==> config.mk <==
export PLATFORM = sky130hd
export DESIGN_NAME = i2c_timing_calc
export DESIGN_NICKNAME = d
export VERILOG_FILES = /design/src/rtl/i2c_timing_pkg.sv /design/src/rtl/i2c_timing_div.sv /design/src/rtl/i2c_timing_ctrl.sv /design/src/rtl/i2c_timing_dp.sv /design/src/rtl/i2c_timing_calc.sv
export SDC_FILE = /design/constraint.sdc
export NUM_CORES = 1
export LEC_CHECK = 0
export CORE_AREA = 2 2 183 185
export CTS_BUF_LIST = sky130_fd_sc_hd__clkbuf_16
export DETAILED_ROUTE_END_ITERATION = 12
export DIE_AREA = 0 0 185 187
export GPL_ROUTABILITY_DRIVEN = 1
export PLACE_DENSITY = 0.84
export SYNTH_ARGS = -nofsm -noshare
export SYNTH_HDL_FRONTEND = slang
export SYNTH_SLANG_ARGS = --single-unit
==> constraint.sdc <==
create_clock -name clk -period 5.2 [get_ports clk]
set_clock_uncertainty 0.2 [all_clocks]
set_input_delay 1.04 -clock clk [delete_from_list [all_inputs] [get_ports clk]]
set_output_delay 1.04 -clock clk [all_outputs]
set_load 0.03 [all_outputs]
==> src/rtl/i2c_timing_pkg.sv <==
package i2c_timing_pkg;

  localparam int unsigned STD_LIMIT   = 400000;
  localparam int unsigned FAST_LIMIT  = 1000000;
  localparam int unsigned FPLUS_LIMIT = 3400000;
  localparam int unsigned HS_LIMIT    = 5000000;

  typedef enum logic [2:0] {
    SPD_STANDARD = 3'd0,
    SPD_FAST     = 3'd1,
    SPD_FASTPLUS = 3'd2,
    SPD_HIGH     = 3'd3,
    SPD_ULTRA    = 3'd4
  } speed_t;

  // strobes from control to datapath
  typedef struct packed {
    logic load;
    logic goCyc;
    logic goThird;
    logic takeCycles;
    logic takeHigh;
    logic nextPre;
    logic commitOk;
    logic commitErr;
  } calcStrobe_t;

endpackage

==> src/rtl/i2c_timing_div.sv <==
module i2c_timing_div #(
  parameter int N = 33,
  parameter int D = 40
) (
  input  logic         clk,
  input  logic         rst_n,
  input  logic         go,
  input  logic [N-1:0] dividend,
  input  logic [D-1:0] divisor,
  output logic         divDone,
  output logic [N-1:0] quotient
);
  localparam int CW = $clog2(N + 1);

  logic [D-1:0]  rem;
  logic [D-1:0]  dvsr;
  logic [N-1:0]  quo;
  logic [CW-1:0] cnt;
  logic          busy;
  logic [D:0]    remShift;
  logic          fitsSub;

  assign remShift = {rem, quo[N-1]};
  assign fitsSub  = remShift >= {1'b0, dvsr};
  assign quotient = quo;

  always_ff @(posedge clk or negedge rst_n) begin
    if (!rst_n) begin
      rem     <= '0;
      dvsr    <= '0;
      quo     <= '0;
      cnt     <= '0;
      busy    <= 1'b0;
      divDone <= 1'b0;
    end else begin
      divDone <= 1'b0;
      if (go) begin
        rem  <= '0;
        dvsr <= divisor;
        quo  <= dividend;
        cnt  <= CW'(N);
        busy <= 1'b1;
      end else if (busy) begin
        if (fitsSub) begin
          rem <= D'(remShift - {1'b0, dvsr});
          quo <= {quo[N-2:0], 1'b1};
        end else begin
          rem <= remShift[D-1:0];
          quo <= {quo[N-2:0], 1'b0};
        end
        cnt <= cnt - 1'b1;
        if (cnt == CW'(1)) begin
          busy    <= 1'b0;
          divDone <= 1'b1;
        end
      end
    end
  end
endmodule

==> src/rtl/i2c_timing_ctrl.sv <==
module i2c_timing_ctrl
  import i2c_timing_pkg::*;
(
  input  logic        clk,
  input  logic        rst_n,
  input  logic        start,
  input  logic        divDone,
  input  logic        rateZero,
  input  logic        lowFits,
  input  logic        preLast,
  output calcStrobe_t stb
);
  typedef enum logic [2:0] {
    ST_IDLE, ST_CHECK, ST_WCYC, ST_THIRD, ST_WTHIRD, ST_JUDGE
  } state_t;

  state_t state, stateNxt;

  always_comb begin
    stb      = '0;
    stateNxt = state;
    unique case (state)
      ST_IDLE: if (start) begin
        stb.load = 1'b1;
        stateNxt = ST_CHECK;
      end
      ST_CHECK: if (rateZero) begin
        stb.commitErr = 1'b1;
        stateNxt      = ST_IDLE;
      end else begin
        stb.goCyc = 1'b1;
        stateNxt  = ST_WCYC;
      end
      ST_WCYC: if (divDone) begin
        stb.takeCycles = 1'b1;
        stateNxt       = ST_THIRD;
      end
      ST_THIRD: begin
        stb.goThird = 1'b1;
        stateNxt    = ST_WTHIRD;
      end
      ST_WTHIRD: if (divDone) begin
        stb.takeHigh = 1'b1;
        stateNxt     = ST_JUDGE;
      end
      ST_JUDGE: if (lowFits) begin
        stb.commitOk = 1'b1;
        stateNxt     = ST_IDLE;
      end else if (preLast) begin
        stb.commitErr = 1'b1;
        stateNxt      = ST_IDLE;
      end else begin
        stb.nextPre = 1'b1;
        stateNxt    = ST_CHECK;
      end
      default: stateNxt = ST_IDLE;
    endcase
  end

  always_ff @(posedge clk or negedge rst_n) begin
    if (!rst_n) state <= ST_IDLE;
    else        state <= stateNxt;
  end
endmodule

==> src/rtl/i2c_timing_dp.sv <==
module i2c_timing_dp
  import i2c_timing_pkg::*;
#(
  parameter int CLK_W     = 32,
  parameter int RATE_W    = 32,
  parameter int PRE_STEPS = 8,
  parameter int FIELD_W   = 8,
  parameter int LOW_LIMIT = 64
) (
  input  logic                       clk,
  input  logic                       rst_n,
  input  calcStrobe_t                stb,
  input  logic [CLK_W-1:0]           clkHz,
  input  logic [RATE_W-1:0]          bitRate,
  output logic                       divDone,
  output logic                       rateZero,
  output logic                       lowFits,
  output logic                       preLast,
  output logic                       doneQ,
  output logic                       errQ,
  output logic [$clog2(PRE_STEPS)-1:0] preQ,
  output logic [FIELD_W-1:0]         highQ,
  output logic [FIELD_W-1:0]         lowQ,
  output logic [FIELD_W-1:0]         holdQ,
  output logic [FIELD_W-1:0]         validQ,
  output speed_t                     modeQ
);
  localparam int PRE_W = $clog2(PRE_STEPS);
  localparam int DIVN  = CLK_W + 1;
  localparam int DIVD  = RATE_W + PRE_STEPS;

  logic [CLK_W-1:0]  clkReg;
  logic [RATE_W-1:0] rateReg;
  logic [PRE_W-1:0]  pre;
  logic [DIVN-1:0]   cyclesReg, highReg, lowVal, quotient, dividend;
  logic [DIVD-1:0]   divisor;
  speed_t            modeNow;

  assign dividend = stb.goThird ? cyclesReg + DIVN'(2) : DIVN'(clkReg);
  assign divisor  = stb.goThird ? DIVD'(3) : (DIVD'(rateReg) << pre);

  i2c_timing_div #(.N(DIVN), .D(DIVD)) u_div (
    .clk(clk), .rst_n(rst_n), .go(stb.goCyc | stb.goThird),
    .dividend(dividend), .divisor(divisor),
    .divDone(divDone), .quotient(quotient)
  );

  assign lowVal   = cyclesReg - highReg;
  assign lowFits  = lowVal < DIVN'(LOW_LIMIT);
  assign rateZero = rateReg == '0;
  assign preLast  = pre == PRE_W'(PRE_STEPS - 1);

  always_comb begin
    if (rateReg < RATE_W'(STD_LIMIT))        modeNow = SPD_STANDARD;
    else if (rateReg < RATE_W'(FAST_LIMIT))  modeNow = SPD_FAST;
    else if (rateReg < RATE_W'(FPLUS_LIMIT)) modeNow = SPD_FASTPLUS;
    else if (rateReg < RATE_W'(HS_LIMIT))    modeNow = SPD_HIGH;
    else                                     modeNow = SPD_ULTRA;
  end

  always_ff @(posedge clk or negedge rst_n) begin
    if (!rst_n) begin
      clkReg <= '0; rateReg <= '0; pre <= '0;
      cyclesReg <= '0; highReg <= '0;
      doneQ <= 1'b0; errQ <= 1'b0; preQ <= '0;
      highQ <= '0; lowQ <= '0; holdQ <= '0; validQ <= '0;
      modeQ <= SPD_STANDARD;
    end else begin
      if (stb.load) begin
        clkReg  <= clkHz;
        rateReg <= bitRate;
        pre     <= '0;
      end
      if (stb.nextPre)    pre       <= pre + 1'b1;
      if (stb.takeCycles) cyclesReg <= quotient;
      if (stb.takeHigh)   highReg   <= quotient;
      doneQ <= stb.commitOk | stb.commitErr;
      if (stb.commitOk) begin
        errQ   <= 1'b0;
        preQ   <= pre;
        highQ  <= highReg[FIELD_W-1:0];
        lowQ   <= lowVal[FIELD_W-1:0];
        holdQ  <= highReg[FIELD_W-1:0];
        validQ <= highReg[FIELD_W:1];
        modeQ  <= modeNow;
      end else if (stb.commitErr) begin
        errQ  <= 1'b1;
        preQ  <= '0;
        highQ <= '0; lowQ <= '0; holdQ <= '0; validQ <= '0;
        modeQ <= modeNow;
      end
    end
  end
endmodule

==> src/rtl/i2c_timing_calc.sv <==
module i2c_timing_calc
  import i2c_timing_pkg::*;
#(
  parameter int CLK_W     = 32,
  parameter int RATE_W    = 32,
  parameter int PRE_STEPS = 8,
  parameter int FIELD_W   = 8,
  parameter int LOW_LIMIT = 64
) (
  input  logic                         clk,
  input  logic                         rst_n,
  input  logic                         start,
  input  logic [CLK_W-1:0]             clkHz,
  input  logic [RATE_W-1:0]            bitRate,
  output logic                         done,
  output logic                         err,
  output logic [$clog2(PRE_STEPS)-1:0] prescale,
  output logic [FIELD_W-1:0]           sclHigh,
  output logic [FIELD_W-1:0]           sclLow,
  output logic [FIELD_W-1:0]           setHold,
  output logic [FIELD_W-1:0]           dataValid,
  output logic [2:0]                   speedMode,
  output logic [4*FIELD_W-1:0]         timingWord
);
  calcStrobe_t stb;
  logic        divDone, rateZero, lowFits, preLast;
  speed_t      modeQ;

  i2c_timing_ctrl u_ctrl (
    .clk(clk), .rst_n(rst_n), .start(start), .divDone(divDone),
    .rateZero(rateZero), .lowFits(lowFits), .preLast(preLast), .stb(stb)
  );

  i2c_timing_dp #(
    .CLK_W(CLK_W), .RATE_W(RATE_W), .PRE_STEPS(PRE_STEPS),
    .FIELD_W(FIELD_W), .LOW_LIMIT(LOW_LIMIT)
  ) u_dp (
    .clk(clk), .rst_n(rst_n), .stb(stb), .clkHz(clkHz), .bitRate(bitRate),
    .divDone(divDone), .rateZero(rateZero), .lowFits(lowFits), .preLast(preLast),
    .doneQ(done), .errQ(err), .preQ(prescale), .highQ(sclHigh), .lowQ(sclLow),
    .holdQ(setHold), .validQ(dataValid), .modeQ(modeQ)
  );

  assign speedMode  = modeQ;
  assign timingWord = {dataValid, setHold, sclHigh, sclLow};
endmodule

==> flow_summary.toml, run 1 <==
[outcome]
status = "finished, final reports clean"

[run]
drv_cap = 0

[setup_path]
crit_path_end_kind = "flip-flop"
worst-path-buf-inv = 0
max_stage_delay_ns = 0.41
cp_top_family = "compound AO/OA/AOI/OAI gates"
cp_max_fo = 6
worstSetupPathType = "flip-flop to flip-flop"
critPathLaunchType = "flip-flop"
slowest_stage = "dfrtp_1"
crit_arrival_ns = 4.41
rrSetupSlack_ns = 1.03
cp_cell_sequence = "ha_1 > fa_1 > nand2b_1 > a21o_1 > a211oi_2 > a31oi_4 > o21bai_1 > mux2_2 > a211oi_1 > and4_1 > or2_1 > mux2_4"
required_ns = 5.44

[synth]
synth_warnings = 0
synth.avg_cell_area_sq_um = 8.61
synth_compound_area_share_pct = 18.1
ys_seq_area_share_pct = 38.9
synth_nets = 2243
synthMuxAreaShare_pct = 8.97
synthAdderAreaFrac_pct = 5.48
synth_area_leaders = "dfrtp_1 39%, nand2_1 7.5%, ha_1 5.3%, mux2i_1 4.5%, a21oi_1 3.9%"
synth_edf_count = 0
synth_cell_types = 77
synthSimpleGateAreaFrac_pct = 17.6
synth_common_cells = "363 x nand2_1, 281 x dfrtp_1, 169 x nor2_1"
synth_top_family_by_area = "compound AO/OA/AOI/OAI gates"
synth_area_leader_cell = "dfrtp_1"
synth_xor_area_share_pct = 4.12
async_flop_share_pct = 100
ys.flop_type = "dfrtp_1"
syn_area_sq_um = 18100
syn_inst = 2098
synth_top_area_share_pct = 38.9
ys_seq_elements = 281
yosysMostFrequentCell = "nand2_1"

[floorplanning]
die_y_um = 187
start_util_pct = 55.0
die_w_um = 185
design.core.area_sq_um = 32900
io_pins = 139
rows = 67
dieArea_sq_um = 34600

[clock_network]
ctsHoldBuffers = 0
cts_htree_levels = 1
clock_latency_ns = 0.56
clock_sinks = 281
cts_buffer_depth = 3
cts_buffers = 30
cts_resized = 0
cts_tree = "built"
cts-root-buf = "clkbuf_16"
post_cts_buffers = 0
clkTransAtPathRegs_ns = 0.06

[layout]
fin_nets = 2257
layoutNonFillerInstCount = 2582
n_antenna_cell = 0
drive_gt1_share_pct = 6.94
area_growth_pct = 12.5
fillers = 2777

[drt]
drc_errors = 0
drt_iter0_markers = 1550
firstDrtPassIters = 5
drtAntennaViolNets = 0
vias = 15500
routed_wl_um = 46400
routed_via_density = 6.02
wl_per_cell_um = 18.0

[global_route]
grt_usage_pct = 26.8
grt_pass1_vias = 15000
grt_max_degree = 123
grt_pass1_wl_um = 76500
grt.overflow.total = 0
antenna_found_initial = 0

[sta]
period_share_pct = 80.1
fin_tns_setup_ns = 0
post-route-min-period_ns = 4.17
rsz0062_at_grt = "false"
worst_pin_slew_ns = 1.29
slew_violations = 0
slew_headroom_pct = 14.1
fmax_ghz = 0.240
setup_viol_count_final = 0
hold_viol = 0

[place]
numPortBuffers = 138
dpl.hpwl_um = 32500
dp_cells = 2528
gp_congestion = 0.962

[worst_hold_path]
min_path_type = "flip-flop to flip-flop"
-- worst reg2reg max path, delay by kind of cell, from the launching register on --
kind                     cells  cell delay (ns)
AO/OA/AOI/OAI                5             1.30
AND/OR/NAND/NOR              3             0.81
multiplexers                 2             0.71
adder cells (fa/ha/maj)      2             0.62
flip-flops                   1             0.41
-- state kept, by name, indices dropped and copies added, names as in the netlist, 2 cells and up --
signal / cells
u_dp.u_div.rem: 40
u_dp.u_div.dvsr: 39
u_dp.cyclesReg: 33
u_dp.highReg: 33
u_dp.u_div.quotient: 33
u_dp.clkReg: 32
u_dp.rateReg: 32
u_dp.lowQ: 8
u_dp.highQ: 7
u_dp.u_div.cnt: 6
u_ctrl.state: 3
u_dp.modeQ: 3
u_dp.preQ: 3
u_dp.pre: 3
u_dp.validQ: 2
-- through the flow --
step / cell area, sq um / util (%) / hold WS (ns) / setup slack, ns
2_1_floorplan: 18100 / - / 0.246 / 1.51
3_3_place_gp: 19400 / 58.9 / 0.261 / 1.23
3_5_place_dp: 19400 / 58.9 / 0.264 / 1.12
4_1_cts: 20300 / 61.9 / 0.280 / 1.10
5_1_grt: 20300 / 61.9 / 0.306 / 0.881
6_report: 20300 / 61.9 / 0.278 / 1.03
-- cell families (layout without fill, tap and decap cells) --
logic type | Yosys count | count (layout)
buffers and inverters | 270 | 306
adders and majority gates | 78 | 78
DFF | 281 | 281
muxes | 137 | 137
AOI/OAI and AO/OA | 517 | 517
and+or+nand+nor | 730 | 730
xor gates and xnor gates | 85 | 85
-- routing by layer --
| layer | vias up | track usage, % | wire (um) |
|---|---|---|---|
| met5 | - | 0 | 0 |
| li1 | 7339 | - | - |
| met1 | 7484 | 38.9 | 20700 |
| met4 | 0 | 7.23 | 1060 |
| met2 | 648 | 42.4 | 21400 |
| met3 | 73 | 3.54 | 3210 |
-- worst paths after layout --
check,startpoint,to,depth (start not counted)
min in group asynchronous,rst_n,u_dp.u_div.rem[21],1
hold / removal,u_dp.clkReg[24],u_dp.clkReg[24],2
max in group asynchronous,rst_n,u_dp.highReg[21],2
setup reg to reg,u_dp.highReg[0],u_dp.modeQ[2],12
setup / recovery,u_dp.highReg[0],u_dp.modeQ[2],12
hold reg to reg,u_dp.clkReg[24],u_dp.clkReg[24],2
-- cell type report --
class | count | area [sq um] | share of cell area [%]
clock buffers | 31 | 776 | 3.82
well taps | 448 | 561 | 2.76
inverters | 97 | 364 | 1.79
multi-input cells | 1547 | 9850 | 48.4
repair buffers | 155 | 1540 | 7.57
flip-flops and latches | 281 | 7040 | 34.6
clock inverters | 23 | 203 | 0.997
-- placed cells by master (no fill, tap or decap), drive strengths merged, types with 8 or more instances in the layout --
master,Yosys,layout
xor2,39,39
nand2,363,363
nor3,30,30
nand4,22,22
or3,9,9
and3,15,15
a31oi,9,9
a211oi,71,71
xnor2,46,46
dfrtp,281,281
or2,8,8
nand3,42,42
inv,97,103
clkbuf,103,31
mux4,15,15
o211ai,10,10
nand2b,18,18
nor2,169,169
mux2,40,40
o21ai,149,149
o221ai,11,11
o31ai,8,8
ha,76,76
clkdlybuf4s50,0,137
mux2i,82,82
o21bai,8,8
buf,70,18
nor2b,16,16
nor4,14,14
a22oi,16,16
clkinv,0,11
a21o,30,30
a21oi,146,146
Power of run 1 is not shown: default switching activity piles up to over one toggle a cycle in this logic, so the estimate is an artifact.
==> run 2: changes to the inputs <==
Clock period 5.2 ns to 4.25 ns, I/O delays scaled along.
==> flow_summary.toml, run 2 (same netlist as run 1, synthesis figures left out) <==
[global_route]
grt_usage_pct = 26.6
grt_max_degree = 104
antenna_found_initial = 1
grt_pass1_vias = 15200
grt.overflow.total = 0
grt_pass1_wl_um = 75800

[clock_network]
cts_buffer_depth = 3
clkTransAtPathRegs_ns = 0.06
cts_htree_levels = 1
cts_buffers = 29
clock_latency_ns = 0.56
clock_sinks = 281
cts_tree = "built"
cts-root-buf = "clkbuf_16"

[floorplanning]
die_y_um = 187
design.core.area_sq_um = 32900
die_w_um = 185
dieArea_sq_um = 34600
io_pins = 139
start_util_pct = 55.0
rows = 67

[drt]
routed_via_density = 5.98
firstDrtPassIters = 5
drc_errors = 0
drtAntennaViolNets = 0
vias = 15500
wl_per_cell_um = 17.7
drt_iter0_markers = 1537
routed_wl_um = 45900

[place]
dpl.hpwl_um = 32500
gp_congestion = 0.973
numPortBuffers = 138

[sta]
slew_violations = 0
period_share_pct = 94.8
worst_pin_slew_ns = 1.23
fin_tns_setup_ns = 0
hold_viol = 0
post-route-min-period_ns = 4.03
slew_headroom_pct = 18.0
fmax_ghz = 0.248
rsz0062_at_grt = "false"
setup_viol_count_final = 0

[layout]
drive_gt1_share_pct = 7.56
final_cell_mix = "363 x nand2_1, 278 x dfrtp_1, 167 x nor2_1"
fin_nets = 2268
mostFrequentLayoutCell = "nand2_1"
n_antenna_cell = 0
largest_register_ffs = 40
final_core_util_pct = 62.0
top_register = "u_dp.u_div.rem"
area_growth_pct = 12.6
top_regs = "u_dp.u_div.rem (40), u_dp.u_div.dvsr (39)"

[setup_path]
cp_max_fo = 35
crit_end = "u_dp.lowQ[1]"
worstSetupPathType = "flip-flop to flip-flop"
crit_arrival_ns = 4.29
required_ns = 4.51
critPathLaunch = "u_dp.highReg[0]"
rr_startpoint = "u_dp.highReg[0]"
crit_path_end_kind = "flip-flop"
critPathLaunchType = "flip-flop"
rrSetupSlack_ns = 0.22
r2r_end = "u_dp.lowQ[1]"
reg2regPathDepth = 12

[worst_hold_path]
min_path_type = "primary input to asynchronous set/reset pin"

[run]
drv_cap = 0

[outcome]
status = "finished, final reports clean"
[run 2: cell count changes in the layout (fill, tap and decap cells not counted)]
cell	change
clkbuf_16	-2
inv_6	+1
clkinv_2	+2
clkinv_4	+1
buf_4	+12
or2_4	+1
or2_1	-1
bufinv_16	-1
inv_1	-3
[run 2: worst min-delay path by stage]
stage,from,end,cells after the start
3_5_place_dp,u_dp.clkReg[24],u_dp.clkReg[24],2
4_1_cts,rst_n,u_dp.u_div.rem[18],1
6_report,rst_n,u_dp.u_div.rem[18],1
2_1_floorplan,u_dp.clkReg[18],u_dp.clkReg[18],2
3_3_place_gp,u_dp.highReg[8],u_dp.validQ[7],2
5_1_grt,rst_n,u_dp.u_div.rem[18],1
[run 2: layout make-up]
class                      instances  area, sq um
inverter                          97          364
clock inverter                    23          189
fill                            2716        12500
multi-input combinational       1547         9850
clock buffer                      29          726
timing repair buffer             167         1630
sequential                       281         7040
tap                              448          561
[run 2: per-layer routing]
layer / share of wire (%) / vias to the layer above / global-route usage, %
met5: 0.028 / - / 0
met4: 2.4 / 2 / 8.03
met3: 6.9 / 90 / 4.23
met2: 46 / 556 / 42.0
met1: 45 / 7494 / 37.8
li1: - / 7361 / -
[run 2: worst max-delay path, stage by stage (launching register included)]
cell and delay (ns):
dfrtp_1 0.40, ha_1 0.23, fa_1 0.39, nand2b_1 0.20, a21o_1 0.21, a211oi_2 0.36, a31oi_4 0.20, o21bai_1 0.29
mux2_2 0.37, a211oi_1 0.22, and4_1 0.26, buf_4 0.34, mux2i_1 0.26
[run 2: repair_timing]
action                     4_1_cts  5_1_grt
setup endpoints to repair        0        3
buffers inserted                 0        0
gates resized for setup          0        1
hold buffers                     0        0
hold endpoints to repair         0        0
[run 2: through the flow]
| stage | cells | hold slack, ns | setup slack [ns] | area, sq um |
|---|---|---|---|---|
| global route | 2592 | 0.170 | 0.0181 | 20400 |
| CTS | 2592 | 0.147 | 0.131 | 20400 |
| finish | 2592 | 0.120 | 0.222 | 20400 |
| global placement | 2540 | 0.257 | 0.266 | 19400 |
| detailed placement | 2540 | 0.263 | 0.147 | 19400 |
| floorplan | 2098 | 0.246 | 0.563 | 18100 |
Power of run 2 is left out for the same reason.
